**src/rtl/usct_pkg.sv**
```systemverilog
package usct_pkg;
    localparam int unsigned DATA_W   = 32;
    localparam int unsigned ADDR_W   = 4;
    localparam int unsigned EN_BIT   = 31;
    localparam int unsigned PER_BIT  = 30;
    localparam int unsigned FLAG_BIT = 30;

    localparam logic [ADDR_W-1:0] OFS_CTRL = 4'h0;
    localparam logic [ADDR_W-1:0] OFS_STAT = 4'h4;
    localparam logic [ADDR_W-1:0] OFS_SRC  = 4'h8;

    typedef enum logic [1:0] {
        ST_IDLE  = 2'd0,
        ST_RUN   = 2'd1,
        ST_PAUSE = 2'd2
    } run_state_e;
endpackage

```
**src/rtl/usct_prescaler.sv**
```systemverilog
module usct_prescaler #(
    parameter int unsigned DIV = 125
) (
    input  logic clk,
    input  logic rst_n,
    output logic tick
);
    generate
        if (DIV <= 1) begin : g_passthru
            assign tick = 1'b1;
        end else begin : g_divide
            localparam int unsigned CW = $clog2(DIV);
            localparam logic [CW-1:0] LAST = CW'(DIV - 1);
            logic [CW-1:0] phase;

            assign tick = (phase == LAST);

            always_ff @(posedge clk) begin
                if (!rst_n)    phase <= '0;
                else if (tick) phase <= '0;
                else           phase <= phase + 1'b1;
            end
        end
    endgenerate
endmodule

```
**src/rtl/usct_regs.sv**
```systemverilog
module usct_regs
    import usct_pkg::*;
#(
    parameter int unsigned PRESET_W = 28,
    parameter int unsigned SRC_W    = 4
) (
    input  logic                clk,
    input  logic                rst_n,
    input  logic                wr_en,
    input  logic [ADDR_W-1:0]   addr,
    input  logic [DATA_W-1:0]   wdata,
    input  logic                expire_evt,
    input  logic                oneshot_done,
    output logic [DATA_W-1:0]   rdata,
    output logic                ctrl_en,
    output logic                ctrl_per,
    output logic [PRESET_W-1:0] ctrl_preset,
    output logic [SRC_W-1:0]    src_sel,
    output logic                flag,
    output logic                start_req,
    output logic                stop_req
);
    logic wr_ctrl, wr_stat, wr_src;
    logic unused_wdata;

    assign unused_wdata = ^wdata;
    assign wr_ctrl   = wr_en && (addr == OFS_CTRL);
    assign wr_stat   = wr_en && (addr == OFS_STAT);
    assign wr_src    = wr_en && (addr == OFS_SRC);
    assign start_req = wr_ctrl && wdata[EN_BIT];
    assign stop_req  = wr_ctrl && !wdata[EN_BIT];

    // Control word: a software write outranks the one-shot self-disarm
    always_ff @(posedge clk) begin
        if (!rst_n) begin
            ctrl_en     <= 1'b0;
            ctrl_per    <= 1'b0;
            ctrl_preset <= '0;
        end else if (wr_ctrl) begin
            ctrl_en     <= wdata[EN_BIT];
            ctrl_per    <= wdata[PER_BIT];
            ctrl_preset <= wdata[PRESET_W-1:0];
        end else if (oneshot_done) begin
            ctrl_en     <= 1'b0;
        end
    end

    // Interrupt flag: set wins over write-one-to-clear
    always_ff @(posedge clk) begin
        if (!rst_n)                          flag <= 1'b0;
        else if (expire_evt)                 flag <= 1'b1;
        else if (wr_stat && wdata[FLAG_BIT]) flag <= 1'b0;
    end

    always_ff @(posedge clk) begin
        if (!rst_n)      src_sel <= '0;
        else if (wr_src) src_sel <= wdata[SRC_W-1:0];
    end

    always_comb begin
        rdata = '0;
        case (addr)
            OFS_CTRL: begin
                rdata[EN_BIT]         = ctrl_en;
                rdata[PER_BIT]        = ctrl_per;
                rdata[PRESET_W-1:0]   = ctrl_preset;
            end
            OFS_STAT: rdata[FLAG_BIT] = flag;
            OFS_SRC:  rdata[SRC_W-1:0] = src_sel;
            default:  rdata = '0;
        endcase
    end
endmodule

```
**src/rtl/usct_fsm.sv**
```systemverilog
module usct_fsm
    import usct_pkg::*;
#(
    parameter int unsigned PRESET_W = 28
) (
    input  logic                clk,
    input  logic                rst_n,
    input  logic                tick,
    input  logic                src_ok,
    input  logic                start_req,
    input  logic                stop_req,
    input  logic [PRESET_W-1:0] start_preset,
    input  logic                ctrl_per,
    input  logic [PRESET_W-1:0] ctrl_preset,
    output logic                expire_evt,
    output logic                oneshot_done,
    output logic                expire_pulse
);
    run_state_e          state, nxt;
    logic [PRESET_W-1:0] count;
    logic                do_load, do_reload, do_dec, do_clear;
    logic                last_step;

    assign last_step = (count <= PRESET_W'(1));

    // State register
    always_ff @(posedge clk) begin
        if (!rst_n) state <= ST_IDLE;
        else        state <= nxt;
    end

    // Next state and per-cycle decisions
    always_comb begin
        nxt          = state;
        do_load      = 1'b0;
        do_reload    = 1'b0;
        do_dec       = 1'b0;
        do_clear     = 1'b0;
        expire_evt   = 1'b0;
        oneshot_done = 1'b0;
        if (start_req) begin
            nxt     = ST_RUN;
            do_load = 1'b1;
        end else if (stop_req) begin
            nxt      = ST_IDLE;
            do_clear = 1'b1;
        end else begin
            unique case (state)
                ST_IDLE: nxt = ST_IDLE;
                ST_RUN: begin
                    if (!src_ok) begin
                        nxt = ST_PAUSE;
                    end else if (tick) begin
                        if (last_step) begin
                            expire_evt = 1'b1;
                            if (ctrl_per) begin
                                do_reload = 1'b1;
                            end else begin
                                oneshot_done = 1'b1;
                                nxt          = ST_IDLE;
                            end
                        end else begin
                            do_dec = 1'b1;
                        end
                    end
                end
                ST_PAUSE: if (src_ok) nxt = ST_RUN;
                default:  nxt = ST_IDLE;
            endcase
        end
    end

    // Counter and registered outputs
    always_ff @(posedge clk) begin
        if (!rst_n) begin
            count        <= '0;
            expire_pulse <= 1'b0;
        end else begin
            expire_pulse <= expire_evt;
            if (do_load)        count <= start_preset;
            else if (do_reload) count <= ctrl_preset;
            else if (do_dec)    count <= count - 1'b1;
            else if (do_clear)  count <= '0;
        end
    end
endmodule

```
**src/rtl/usec_countdown_timer.sv**
```systemverilog
module usec_countdown_timer
    import usct_pkg::*;
#(
    parameter int unsigned CLK_PER_US = 125,
    parameter int unsigned PRESET_W   = 28,
    parameter int unsigned SRC_W      = 4
) (
    input  logic              clk,
    input  logic              rst_n,
    input  logic              bus_wr,
    input  logic [ADDR_W-1:0] bus_addr,
    input  logic [DATA_W-1:0] bus_wdata,
    output logic [DATA_W-1:0] bus_rdata,
    output logic              irq,
    output logic              expire_pulse
);
    logic                tick;
    logic                expire_evt, oneshot_done;
    logic                ctrl_en, ctrl_per, irq_flag;
    logic [PRESET_W-1:0] ctrl_preset;
    logic [SRC_W-1:0]    src_sel;
    logic                start_req, stop_req, ctrl_wr, src_ok;

    assign src_ok  = (src_sel == '0);
    assign ctrl_wr = start_req | stop_req;
    assign irq     = irq_flag & ctrl_en;

    usct_prescaler #(.DIV(CLK_PER_US)) u_prescaler (
        .clk  (clk),
        .rst_n(rst_n),
        .tick (tick)
    );

    usct_regs #(.PRESET_W(PRESET_W), .SRC_W(SRC_W)) u_regs (
        .clk         (clk),
        .rst_n       (rst_n),
        .wr_en       (bus_wr),
        .addr        (bus_addr),
        .wdata       (bus_wdata),
        .expire_evt  (expire_evt),
        .oneshot_done(oneshot_done),
        .rdata       (bus_rdata),
        .ctrl_en     (ctrl_en),
        .ctrl_per    (ctrl_per),
        .ctrl_preset (ctrl_preset),
        .src_sel     (src_sel),
        .flag        (irq_flag),
        .start_req   (start_req),
        .stop_req    (stop_req)
    );

    usct_fsm #(.PRESET_W(PRESET_W)) u_fsm (
        .clk         (clk),
        .rst_n       (rst_n),
        .tick        (tick),
        .src_ok      (src_ok),
        .start_req   (start_req),
        .stop_req    (stop_req),
        .start_preset(bus_wdata[PRESET_W-1:0]),
        .ctrl_per    (ctrl_per),
        .ctrl_preset (ctrl_preset),
        .expire_evt  (expire_evt),
        .oneshot_done(oneshot_done),
        .expire_pulse(expire_pulse)
    );
endmodule

```
**config.mk**
```make
export PLATFORM = sky130hd
export DESIGN_NAME = usec_countdown_timer
export DESIGN_NICKNAME = d
export VERILOG_FILES = /design/src/rtl/usct_pkg.sv /design/src/rtl/usct_prescaler.sv /design/src/rtl/usct_regs.sv /design/src/rtl/usct_fsm.sv /design/src/rtl/usec_countdown_timer.sv
export SDC_FILE = /design/constraint.sdc
export NUM_CORES = 1
export LEC_CHECK = 0
export BUFFER_PORTS_ARGS = -buffer_cell sky130_fd_sc_hd__buf_2
export CAP_MARGIN = 10
export CORE_MARGIN = 2
export CORE_UTILIZATION = 52
export CTS_BUF_LIST = sky130_fd_sc_hd__clkbuf_4 sky130_fd_sc_hd__clkbuf_8
export DETAILED_ROUTE_END_ITERATION = 10
export PLACE_DENSITY = 0.78
export SLEW_MARGIN = 20
export SYNTH_ARGS = -nofsm -noshare
export SYNTH_HDL_FRONTEND = slang
export SYNTH_SLANG_ARGS = --single-unit
```
**constraint.sdc**
```tcl
create_clock -name clk -period 2.7 [get_ports clk]
set_input_delay 0.54 -clock clk [delete_from_list [all_inputs] [get_ports clk]]
set_output_delay 0.54 -clock clk [all_outputs]
set_load 0.005 [all_outputs]
```
-- Word-level counts from Yosys, hierarchy flattened
Cells that the tools add are included.
- word-level logic and storage cells: 93
- flip-flop bits (word level): 73
- output and inout bits: 34
- reduce and logical (&&, ||, !) cells: 16
- multiplexer cells: 49
- add/sub/neg operators: 2
- equality and inequality tests: 13
- bitwise operators: 2
- magnitude comparators: 1
- operators with widths (operator ; count):
    2-to-1 mux 28 bit ; 4
    2-to-1 mux 1 bit ; 36
    less-or-equal comparator 28 x 1 -> 1 bit, second input constant ; 1
    subtractor 28 x 1 -> 28 bit, second input constant ; 1
    2-to-1 mux 24 bit ; 1
    != test 5 bit, second input constant ; 3
    2-to-1 mux 2 bit ; 5
    != test 3 bit, second input constant ; 3
    zero test 4 bit ; 2
    case mux 4 bit (2 select lines) ; 1
    AND reduction 4 bit ; 2
    adder 7 x 1 -> 7 bit, second input constant ; 1
    equality test 7 bit, second input constant ; 1
    logical AND 1 bit ; 6
    equality test 4 x 3 -> 1 bit, second input constant ; 1
    equality test 4 bit, second input constant ; 1
    != test 4 x 3 -> 1 bit, second input constant ; 1
    case mux 2 bit (2 select lines) ; 1
    nonzero test 2 bit ; 2
    nonzero test 4 bit ; 1
    OR reduction 3 bit ; 1
    equality test 2 x 1 -> 1 bit, second input constant ; 1
    equality test 2 bit, second input constant ; 1
    != test 2 x 1 -> 1 bit, second input constant ; 1
    5 further kinds ; 5

-- Logic depth before layout (Yosys ltp)
Gate-level depths: netlist (run 1).
- word-level depth: 10
- depth in mapped cells: 10
- gate-level depth less buffers: 8

-- Hierarchy
From an unflattened synthesis (run 1), not the netlist that was laid out.
- cells, all modules: 520
- area, all modules: 4329.2 sq um
- by module, submodules not included (module ; cells each ; sequential area each (sq um) ; instances ; area each (sq um)):
    usct_fsm ; 289 ; 620.6 ; 1 ; 2304.7
    usct_regs ; 194 ; 700.7 ; 1 ; 1687.9
    usct_prescaler ; 35 ; 140.1 ; 1 ; 317.8
    usec_countdown_timer ; 2 ; 0.0 ; 1 ; 18.8

-- Least setup slack after synthesis (run 1)
OpenSTA, ideal clock, no wires.
- path type: input to register
- start point: in bus_addr[3]
- end point: reg u_fsm.count[23]
- data required time: 2573 ps
- setup time: 127 ps
- stages on the path: 7
- path slack: -50 ps
- arrival: 2623 ps
- buffers on the path: 2
- cells stage by stage: clkbuf_1 or4b_2 or2_2 a22o_4 buf_6 and3_1 or3_1
- word-level cells in the longest chain between the ends: 8
- RTL lines (item ; line ; source):
    from (decl) ; usec_countdown_timer.sv:11 ; input logic [ADDR_W-1:0] bus_addr,
    zero test 4 bit * ; usct_regs.sv:27 ; assign wr_ctrl = wr_en && (addr == OFS_CTRL);
    logical AND 1 bit * ; usct_regs.sv:27 ;
    logical AND 1 bit ; usct_regs.sv:31 ; assign stop_req = wr_ctrl && !wdata[EN_BIT];
    2-to-1 mux 1 bit ; usct_fsm.sv:44 ; end else if (stop_req) begin
    2-to-1 mux 1 bit ; usct_fsm.sv:41 ; if (start_req) begin
    2-to-1 mux 28 bit ; usct_fsm.sv:82 ; else if (do_dec) count <= count - 1'b1;
    2-to-1 mux 28 bit ; usct_fsm.sv:81 ; else if (do_reload) count <= ctrl_preset;
    2-to-1 mux 28 bit ; usct_fsm.sv:80 ; if (do_load) count <= start_preset;
    to (signal assigned) ; usct_fsm.sv:80 ;
    to (signal assigned) ; usct_fsm.sv:81 ;
    to (signal assigned) ; usct_fsm.sv:82 ;
    to (decl) ; usct_fsm.sv:20 ; logic [PRESET_W-1:0] count;
Every way passes the cells marked *; elsewhere a longest branch is shown, timed or not.
A chain may end at the register's enable or synchronous reset.

-- Worst setup path after layout (run 1)
- start point: reg u_fsm.count[15]
- end point: reg u_fsm.count[27]
- word-level cells in the longest chain between the ends: 10
- RTL lines (item ; line ; source):
    less-or-equal comparator 28 x 1 -> 1 bit ; usct_fsm.sv:24 ; assign last_step = (count <= PRESET_W'(1));
    2-to-1 mux 1 bit ; usct_fsm.sv:54 ; if (last_step) begin
    2-to-1 mux 1 bit ; usct_fsm.sv:53 ; end else if (tick) begin
    2-to-1 mux 1 bit ; usct_fsm.sv:51 ; if (!src_ok) begin
    2-to-1 mux 1 bit ; usct_fsm.sv:48 ; unique case (state)
    2-to-1 mux 1 bit ; usct_fsm.sv:44 ;
    2-to-1 mux 1 bit ; usct_fsm.sv:41 ;
    2-to-1 mux 28 bit ; usct_fsm.sv:82 ;
    2-to-1 mux 28 bit ; usct_fsm.sv:81 ;
    2-to-1 mux 28 bit ; usct_fsm.sv:80 ;
Several ways; a longest one is shown, not always the timed one.

==> Implementation_results.wiki, run 1 <==
{| class="wikitable"
! Metric !! Value
|-
| Top-level port count || 73
|-
| Classification of the worst setup path || flop to flop
|-
| Number of global-route vias before repair || about 4000
|-
| Post-synthesis compound-gate area fraction || between 20 and 25%
|-
| Dominant combinational cell family by area after synthesis || simple AND/OR/NAND/NOR gates
|-
| Synth Area in Simple Gates || a little over a quarter
|-
| Launching element of the worst setup path || u_fsm.count[15]
|-
| Ys async rst share || 0%
|-
| TritonCTS Sinks || 73
|-
| Largest net degree at the start of global routing || 36
|-
| DRC || 0
|-
| Height of the chip || 91.7 microns
|-
| Area growth from synthesis to final layout || 20.6%
|-
| Share of the clock period used by the worst path || about 95%
|-
| Initial Utilization || a little over half
|-
| Total gr overflow || 0
|-
| Clock latency reported for the late side of the worst-skew pair || ~0.35 ns
|-
| Worst-path cell with the longest stage delay || sky130_fd_sc_hd__or4_4
|-
| Actual transition at the worst max-transition pin || 0.755 ns
|-
| Root cell of the clock tree || sky130_fd_sc_hd__clkbuf_8
|-
| Yosys synthesis warning count || 0
|-
| Instance count after placement with tap cells included || 686
|-
| CTS tree || yes
|-
| Cells on worst reg2reg path || 7
|-
| Number of buffers and inverters on the critical path || 1
|-
| Levels on crit path || 7
|-
| Buffers from clock root to sink, at most || 2
|-
| Core area || roughly 7400 sq um
|-
| Data arrival, critical path || ~2.8 ns
|-
| Reg-to-reg startpoint || u_fsm.count[15]
|-
| Run status || finished, final reports clean
|-
| Ratio of total power to cell area || ~450 nW/um^2
|-
| Per-cell routed wire length || about 15 microns
|-
| Initial antenna violation count || 0
|-
| Proportion of synthesized chip area in sequential cells || between 30% and 40%
|-
| Max capacitance violation total || 0
|-
| Setup-failing EPs final || 0
|-
| Final Critical Period || around 2.6 ns
|-
| Fin. max-slew vios || 0
|-
| Most frequent cells in the layout || 101 x sky130_fd_sc_hd__nand2_1, 73 x sky130_fd_sc_hd__dfxtp_1, 68 x sky130_fd_sc_hd__buf_2
|-
| Largest fanout of any net on the critical path || 4
|-
| WP data required || between 2 and 3 ns
|-
| Per-cell via count in the routed design || 5.73
|-
| Finished layout cell area || 4830 sq um
|-
| Num CTS Buffers || 9
|-
| Dominant synthesized flop cell || sky130_fd_sc_hd__dfxtp_1
|-
| Final cell count without fillers || about 700
|-
| Capture point of the worst path || u_fsm.count[27]
|-
| Final weighted congestion in routability-driven placement || about 0.94
|-
| Number of vias in the routed layout || ~4000
|-
| Standard cell area after detailed placement || roughly 4600 sq um
|-
| Reg-to-reg critical path endpoint || u_fsm.count[27]
|-
| Synthesized area divided by synthesized cell count || 7.81 sq um
|-
| Critical path startpoint category || flop
|-
| Ratio of cells with drive above 1 in the final layout || 24.8%
|-
| Reg clk slew, reported paths || around 0.08 ns
|-
| First-pass iteration count of the detailed router || 7
|-
| Die Width || roughly 92 microns
|-
| Most prevalent standard cell on the critical path || sky130_fd_sc_hd__or4_4
|-
| Die area || 8410 sq um
|-
| Commonest non-fill, non-tap cell in the layout || sky130_fd_sc_hd__nand2_1
|-
| Total Routing Usage GR || 26.0%
|-
| Level count of the clock H-tree || 3
|-
| Static Leakage || 1.93 nW
|-
| Half-perimeter wire length of the detailed placement result || 7480 microns
|-
| Achievable Freq || just under 400 MHz
|-
| Number of instances in the synthesized netlist || 512
|-
| Distinct cell type count after synthesis || 58
|-
| Class of the tightest hold or removal check || primary input to flop
|-
| Post-synth EDFFs || 0
|-
| Kind of cell adding the most delay to the critical path || simple AND/OR/NAND/NOR gates
|-
| End-of-flow core utilization || 65.5%
|-
| Stage delay of the slowest cell on the critical path || around 0.56 ns
|-
| Register-to-register setup slack || ~0.14 ns
|-
| Diode insertion count for antenna repair || 0
|-
| # port buffers || 68
|-
| Global-route wire length before repair || about 18000 microns
|-
| DR iter-0 viols || about 290
|-
| Max-slew headroom at the worst pin || slightly below 50%
|-
| Unrepaired setup endpoints after global routing || false
|-
| Adder and majority gate portion of the synthesized area || 1.25%
|-
| Crit path capture type || flop
|-
| Routed WL || approximately 10000 microns
|-
| Number of nets in the layout || ~640
|-
| Mux share of post-synthesis cell area || around 2.5%
|-
| Max rail drop VDD || about 0.28 mV
|-
| Xor-xnor portion of the synthesized cell area || between 3 and 4%
|-
| Mapped Area || 4000 sq um
|-
| Total count of hold-check failures in the final report || 0
|-
| Setup clock skew after layout || roughly 0.006 ns
|-
| Post-route antenna net violation count || 0
|-
| Number of placement rows || 31
|-
| Crit path cell chain || or4_4, or4_4, buf_4, nor4_1, mux2_2, nand2_1, a221oi_2
|-
| Flops & latches, synth || 73
|}
## how the worst min path moves through the flow
stage | start | cells after the start | endpoint
after floorplan | u_prescaler.g_divide.phase[0] | 1 | u_prescaler.g_divide.phase[0]
after global placement | u_prescaler.g_divide.phase[0] | 1 | u_prescaler.g_divide.phase[0]
after detailed placement | u_prescaler.g_divide.phase[0] | 1 | u_prescaler.g_divide.phase[0]
after CTS | bus_wdata[9] | 3 | u_regs.ctrl_preset[9]
after global routing | bus_wdata[16] | 3 | u_regs.ctrl_preset[16]
final | bus_wdata[9] | 3 | u_regs.ctrl_preset[9]
## cell families (layout without fill, tap and decap cells)
family                     after synthesis  in the layout
and+or+nand+nor                        225            225
AOI/OAI and AO/OA                      137            137
DFF                                     73             73
buffers and inverters                   45            136
xor gates and xnor gates                17             17
muxes                                   10             10
adders and majority gates                4              4
other                                    1              2
## sequential cells by signal (all words and copies together), names as in the netlist
name,flops
u_regs.ctrl_preset,28
u_fsm.state,2
u_fsm.count,28
u_fsm.expire_pulse,1
u_regs.flag,1
u_regs.ctrl_en,1
u_regs.src_sel,4
u_prescaler.g_divide.phase,7
u_regs.ctrl_per,1
## tightest hold or removal path: cells and delay by family
family                 cells  cell delay [ns]
buffers and inverters      1             0.10
and+or+nand+nor            1             0.05
AOI/OAI and AO/OA          1             0.05
## final cells by class
class	instances	area [sq um]
Fill cell	660	2540
Multi-Input combinational cell	395	2340
Sequential cell	73	1460
Timing Repair Buffer	113	691
Clock buffer	14	174
Tap cell	99	124
Inverter	7	26.3
Clock inverter	2	12.5
## power by group
part           total (mW)  internal [mW]  switching [mW]
logic               0.236          0.103           0.133
clock network       0.810          0.414           0.396
registers            1.10           1.09          0.0123
total                2.15           1.61           0.541
## metrics by stage
stage	worst slack (ns)	setup TNS, ns	hold slack, ns	power, mW
floorplan	0.0135	0	0.426	1.25
global placement	-0.0845	-0.0845	0.443	1.35
detailed placement	-0.0576	-0.0576	0.457	1.35
CTS	0.0293	0	0.426	2.16
global route	0.0515	0	0.436	2.24
finish	0.145	0	0.436	2.15
## timing repair
action | CTS | global route
hold buffers | 0 | 0
pin swaps | 0 | 1
endpoints found under the hold margin | 0 | 0
gates resized for setup | 1 | 1
setup endpoints to repair | 2 | 22
buffers inserted | 0 | 1
## cells in the mapped netlist (3+ instances only)
master                     instances  area (sq um)
sky130_fd_sc_hd__a21oi_1          45           225
sky130_fd_sc_hd__a221oi_1          4          35.0
sky130_fd_sc_hd__a222oi_1          4          40.0
sky130_fd_sc_hd__a22oi_1          11          82.6
sky130_fd_sc_hd__a22oi_2           4          50.1
sky130_fd_sc_hd__a31oi_1          17           106
sky130_fd_sc_hd__and2_1           30           188
sky130_fd_sc_hd__and3_1            7          43.8
sky130_fd_sc_hd__buf_2             4          20.0
sky130_fd_sc_hd__buf_4             4          30.0
sky130_fd_sc_hd__clkbuf_1         25          93.8
sky130_fd_sc_hd__dfxtp_1          73          1460
sky130_fd_sc_hd__ha_1              4          50.1
sky130_fd_sc_hd__inv_1             6          22.5
sky130_fd_sc_hd__mux2i_1           9          90.1
sky130_fd_sc_hd__nand2_1         101           379
sky130_fd_sc_hd__nand3_1          10          50.1
sky130_fd_sc_hd__nor2_1           31           116
sky130_fd_sc_hd__nor3_1           10          50.1
sky130_fd_sc_hd__nor4_1           13          81.3
sky130_fd_sc_hd__o211ai_1          5          37.5
sky130_fd_sc_hd__o21ai_0          22           110
sky130_fd_sc_hd__o31a_1            5          43.8
sky130_fd_sc_hd__o41ai_1           3          26.3
sky130_fd_sc_hd__or2_2             4          25.0
sky130_fd_sc_hd__or3_1             5          31.3
sky130_fd_sc_hd__xnor2_1           5          43.8
sky130_fd_sc_hd__xor2_1           12           105
## routing by layer
layer | vias up | track usage [%] | routed length [microns]
li1 | 1990 | - | -
met4 | 0 | 11.3 | 171
met3 | 12 | 3.12 | 501
met5 | - | 0 | 0
met1 | 1901 | 32.7 | 4630
met2 | 124 | 44.7 | 5160
(Power assumes the default switching activity.)
==> run 2, diff against run 1 <==
--- a/config.mk
+++ b/config.mk
@@ -8,10 +8,10 @@
 export BUFFER_PORTS_ARGS = -buffer_cell sky130_fd_sc_hd__buf_2
 export CAP_MARGIN = 10
 export CORE_MARGIN = 2
-export CORE_UTILIZATION = 52
+export CORE_UTILIZATION = 45
 export CTS_BUF_LIST = sky130_fd_sc_hd__clkbuf_4 sky130_fd_sc_hd__clkbuf_8
 export DETAILED_ROUTE_END_ITERATION = 10
-export PLACE_DENSITY = 0.78
+export PLACE_DENSITY = 0.69
 export SLEW_MARGIN = 20
 export SYNTH_ARGS = -nofsm -noshare
 export SYNTH_HDL_FRONTEND = slang
==> run 2 against run 1 <==
Effect of this change: sequential power is essentially flat; sequential share of layout area fell by 0.60 points; wire length is 4.3% higher; largest power group unchanged.
==> Implementation_results.wiki, run 2 (same netlist as run 1, synthesis figures left out) <==
{| class="wikitable"
! Metric !! Value
|-
| Classification of the worst setup path || flop to flop
|-
| Num CTS Buffers || 9 (unchanged)
|-
| Cells on worst reg2reg path || 7 (unchanged)
|-
| Ratio of total power to cell area || 442 nW/um^2 (-0.63%)
|-
| Total Routing Usage GR || 23.1% (-2.9 points)
|-
| Number of global-route vias before repair || 4005 (+2.1%)
|-
| Launching element of the worst setup path || u_fsm.count[2]
|-
| Static Leakage || 1.97 nW (+1.8%)
|-
| Per-cell via count in the routed design || 5.63 (-1.7%)
|-
| Class of the tightest hold or removal check || primary input to flop
|-
| Run status || finished, final reports clean
|-
| Ratio of cells with drive above 1 in the final layout || 25.5% (+0.70 points)
|-
| Final weighted congestion in routability-driven placement || 0.937 (-0.41%)
|-
| CTS tree || yes
|-
| Reg clk slew, reported paths || 0.08 ns (about the same)
|-
| Reg-to-reg critical path endpoint || u_fsm.count[23]
|-
| Most frequent cells in the layout || 101 x sky130_fd_sc_hd__nand2_1, 73 x sky130_fd_sc_hd__dfxtp_1, 68 x sky130_fd_sc_hd__buf_2
|-
| Post-route antenna net violation count || 0 (unchanged)
|-
| Root cell of the clock tree || sky130_fd_sc_hd__clkbuf_8
|-
| Crit path capture type || flop
|-
| Number of vias in the routed layout || 4028 (+0.025%)
|-
| Fin. max-slew vios || 0 (unchanged)
|-
| Top-level port count || 73 (unchanged)
|-
| Die area || 9660 sq um (+15%)
|-
| Worst-path cell with the longest stage delay || sky130_fd_sc_hd__or4_1
|-
| Final Critical Period || 2.57 ns (+0.0139 ns)
|-
| Max-slew headroom at the worst pin || 51.5% (+1.8 points)
|-
| Total count of hold-check failures in the final report || 0 (unchanged)
|-
| Diode insertion count for antenna repair || 0 (unchanged)
|-
| Most prevalent standard cell on the critical path || sky130_fd_sc_hd__or3_1
|-
| Capture point of the worst path || u_fsm.count[23]
|-
| Worst hold slack || 0.441 ns (+0.00560 ns)
|-
| Critical path startpoint category || flop
|-
| Global-route wire length before repair || 18600 microns (+3.5%)
|-
| Setup-failing EPs final || 0 (unchanged)
|-
| Number of placement rows || 34 (+9.7%)
|-
| Max capacitance violation total || 0 (unchanged)
|-
| Clock latency reported for the late side of the worst-skew pair || 0.34 ns (about the same)
|-
| Register-to-register setup slack || 0.13 ns (about the same)
|-
| Setup clock skew after layout || 0.00755 ns (+0.00142 ns)
|-
| # port buffers || 68 (unchanged)
|-
| Commonest non-fill, non-tap cell in the layout || sky130_fd_sc_hd__nand2_1
|-
| Final sum of negative setup slack || 0 ns (unchanged)
|-
| Level count of the clock H-tree || 3 (unchanged)
|-
| Largest fanout of any net on the critical path || 13 (+9)
|-
| Final cell count without fillers || 715 (+1.7%)
|-
| Die Width || 98.3 microns (+7.2%)
|-
| Half-perimeter wire length of the detailed placement result || 7790 microns (+4.1%)
|-
| Height of the chip || 98.3 microns (+7.2%)
|-
| Area growth from synthesis to final layout || 23.1%
|-
| Achievable Freq || 389 MHz (-0.54%)
|-
| Total gr overflow || 0 (unchanged)
|-
| Largest registers in the final layout || u_fsm.count (28), u_regs.ctrl_preset (28), u_prescaler.g_divide.phase (7)
|-
| Stage delay of the slowest cell on the critical path || 0.53 ns (-0.03 ns)
|-
| Unrepaired setup endpoints after global routing || false
|-
| Largest net degree at the start of global routing || 33 (-8.3%)
|-
| DR iter-0 viols || 288 (+0.70%)
|-
| Buffers from clock root to sink, at most || 2 (unchanged)
|-
| DRC || 0 (unchanged)
|-
| Core area || 8680 sq um (+18%)
|-
| WP data required || 2.92 ns (about the same)
|-
| Share of the clock period used by the worst path || 95.2% (+0.51 points)
|-
| Actual transition at the worst max-transition pin || 0.728 ns (-0.0271 ns)
|-
| Max rail drop VDD || 0.220 mV (-20%)
|-
| First-pass iteration count of the detailed router || 5 (-2)
|-
| Routed WL || 10900 microns (+4.3%)
|-
| Initial antenna violation count || 0 (unchanged)
|-
| Crit path cell chain || or4_1, or3_1, nor3_4, a22o_4, buf_4, a211oi_1, or3_1
|-
| Number of nets in the layout || 646 (+0.62%)
|-
| Instance count after placement with tap cells included || 698 (+1.7%)
|-
| Initial Utilization || 46.1% (-8.2 points)
|-
| Data arrival, critical path || 2.79 ns (+0.02 ns)
|-
| Per-cell routed wire length || 15.2 microns (+2.5%)
|-
| TritonCTS Sinks || 73 (unchanged)
|-
| Reg-to-reg startpoint || u_fsm.count[2]
|}
run 2: cell types whose count changed in the layout (fill, tap and decap cells not counted), sizes merged:
cell      change
clkinv        +2
clkinvlp      -1
bufinv        +1
buf           +4
clkbuf        -3
run 2: metrics by stage:
step           total power [mW]  setup slack, ns  cell area [sq um]  utilization [%]
2_1_floorplan              1.25           0.0135               4010                -
3_3_place_gp               1.35           0.0411               4700             54.2
3_5_place_dp               1.36           0.0181               4700             54.2
4_1_cts                    2.18           0.0204               4900             56.4
5_1_grt                    2.27           0.0281               4920             56.7
6_report                   2.18            0.131               4920             56.7
run 2: what timing repair did:
action	in CTS	in global routing
endpoints found under the setup margin	1	10
pin swaps	0	1
endpoints found under the hold margin	0	0
resized for setup	1	4
setup buffers	0	2
hold buffers	0	0
run 2: report_power, final:
part	leakage (nW)	internal, mW	switching [mW]	total [mW]
sequential	0.589	1.09	0.0122	1.10
clock	0.0998	0.438	0.394	0.833
combinational	1.28	0.106	0.137	0.243
run 2: worst min path at each step:
stage / slack [ns] / to / depth (start not counted) / startpoint
floorplan: 0.43 / u_prescaler.g_divide.phase[0] / 1 / u_prescaler.g_divide.phase[0]
global placement: 0.44 / u_prescaler.g_divide.phase[0] / 1 / u_prescaler.g_divide.phase[0]
detailed placement: 0.45 / u_prescaler.g_divide.phase[0] / 1 / u_prescaler.g_divide.phase[0]
CTS: 0.43 / u_regs.ctrl_preset[14] / 3 / bus_wdata[14]
global route: 0.45 / u_regs.ctrl_preset[9] / 3 / bus_wdata[9]
finish: 0.44 / u_regs.ctrl_preset[16] / 3 / bus_wdata[16]
run 2: area by class of cell:
type | count | area [sq um]
Timing Repair Buffer | 117 | 771
Multi-Input combinational cell | 395 | 2350
Clock inverter | 4 | 45.0
Clock buffer | 11 | 139
Tap cell | 108 | 135
Inverter | 7 | 26.3
Sequential cell | 73 | 1460
Fill cell | 844 | 3750
run 2: routing by layer:
metal / track usage [%] / part of all wire, % / vias up
met2: 38.1 / 47 / 135
met4: 9.38 / 2.0 / 0
li1: - / - / 2000
met5: 0 / 0 / -
met3: 4.29 / 5.1 / 17
met1: 29.8 / 46 / 1876
run 2: worst max-delay path, delay by kind of cell (launching register included):
family                 cells  cell delay (ns)
DFF                        1             0.40
buffers and inverters      1             0.21
AOI/OAI and AO/OA          2             0.24
and+or+nand+nor            4             1.60
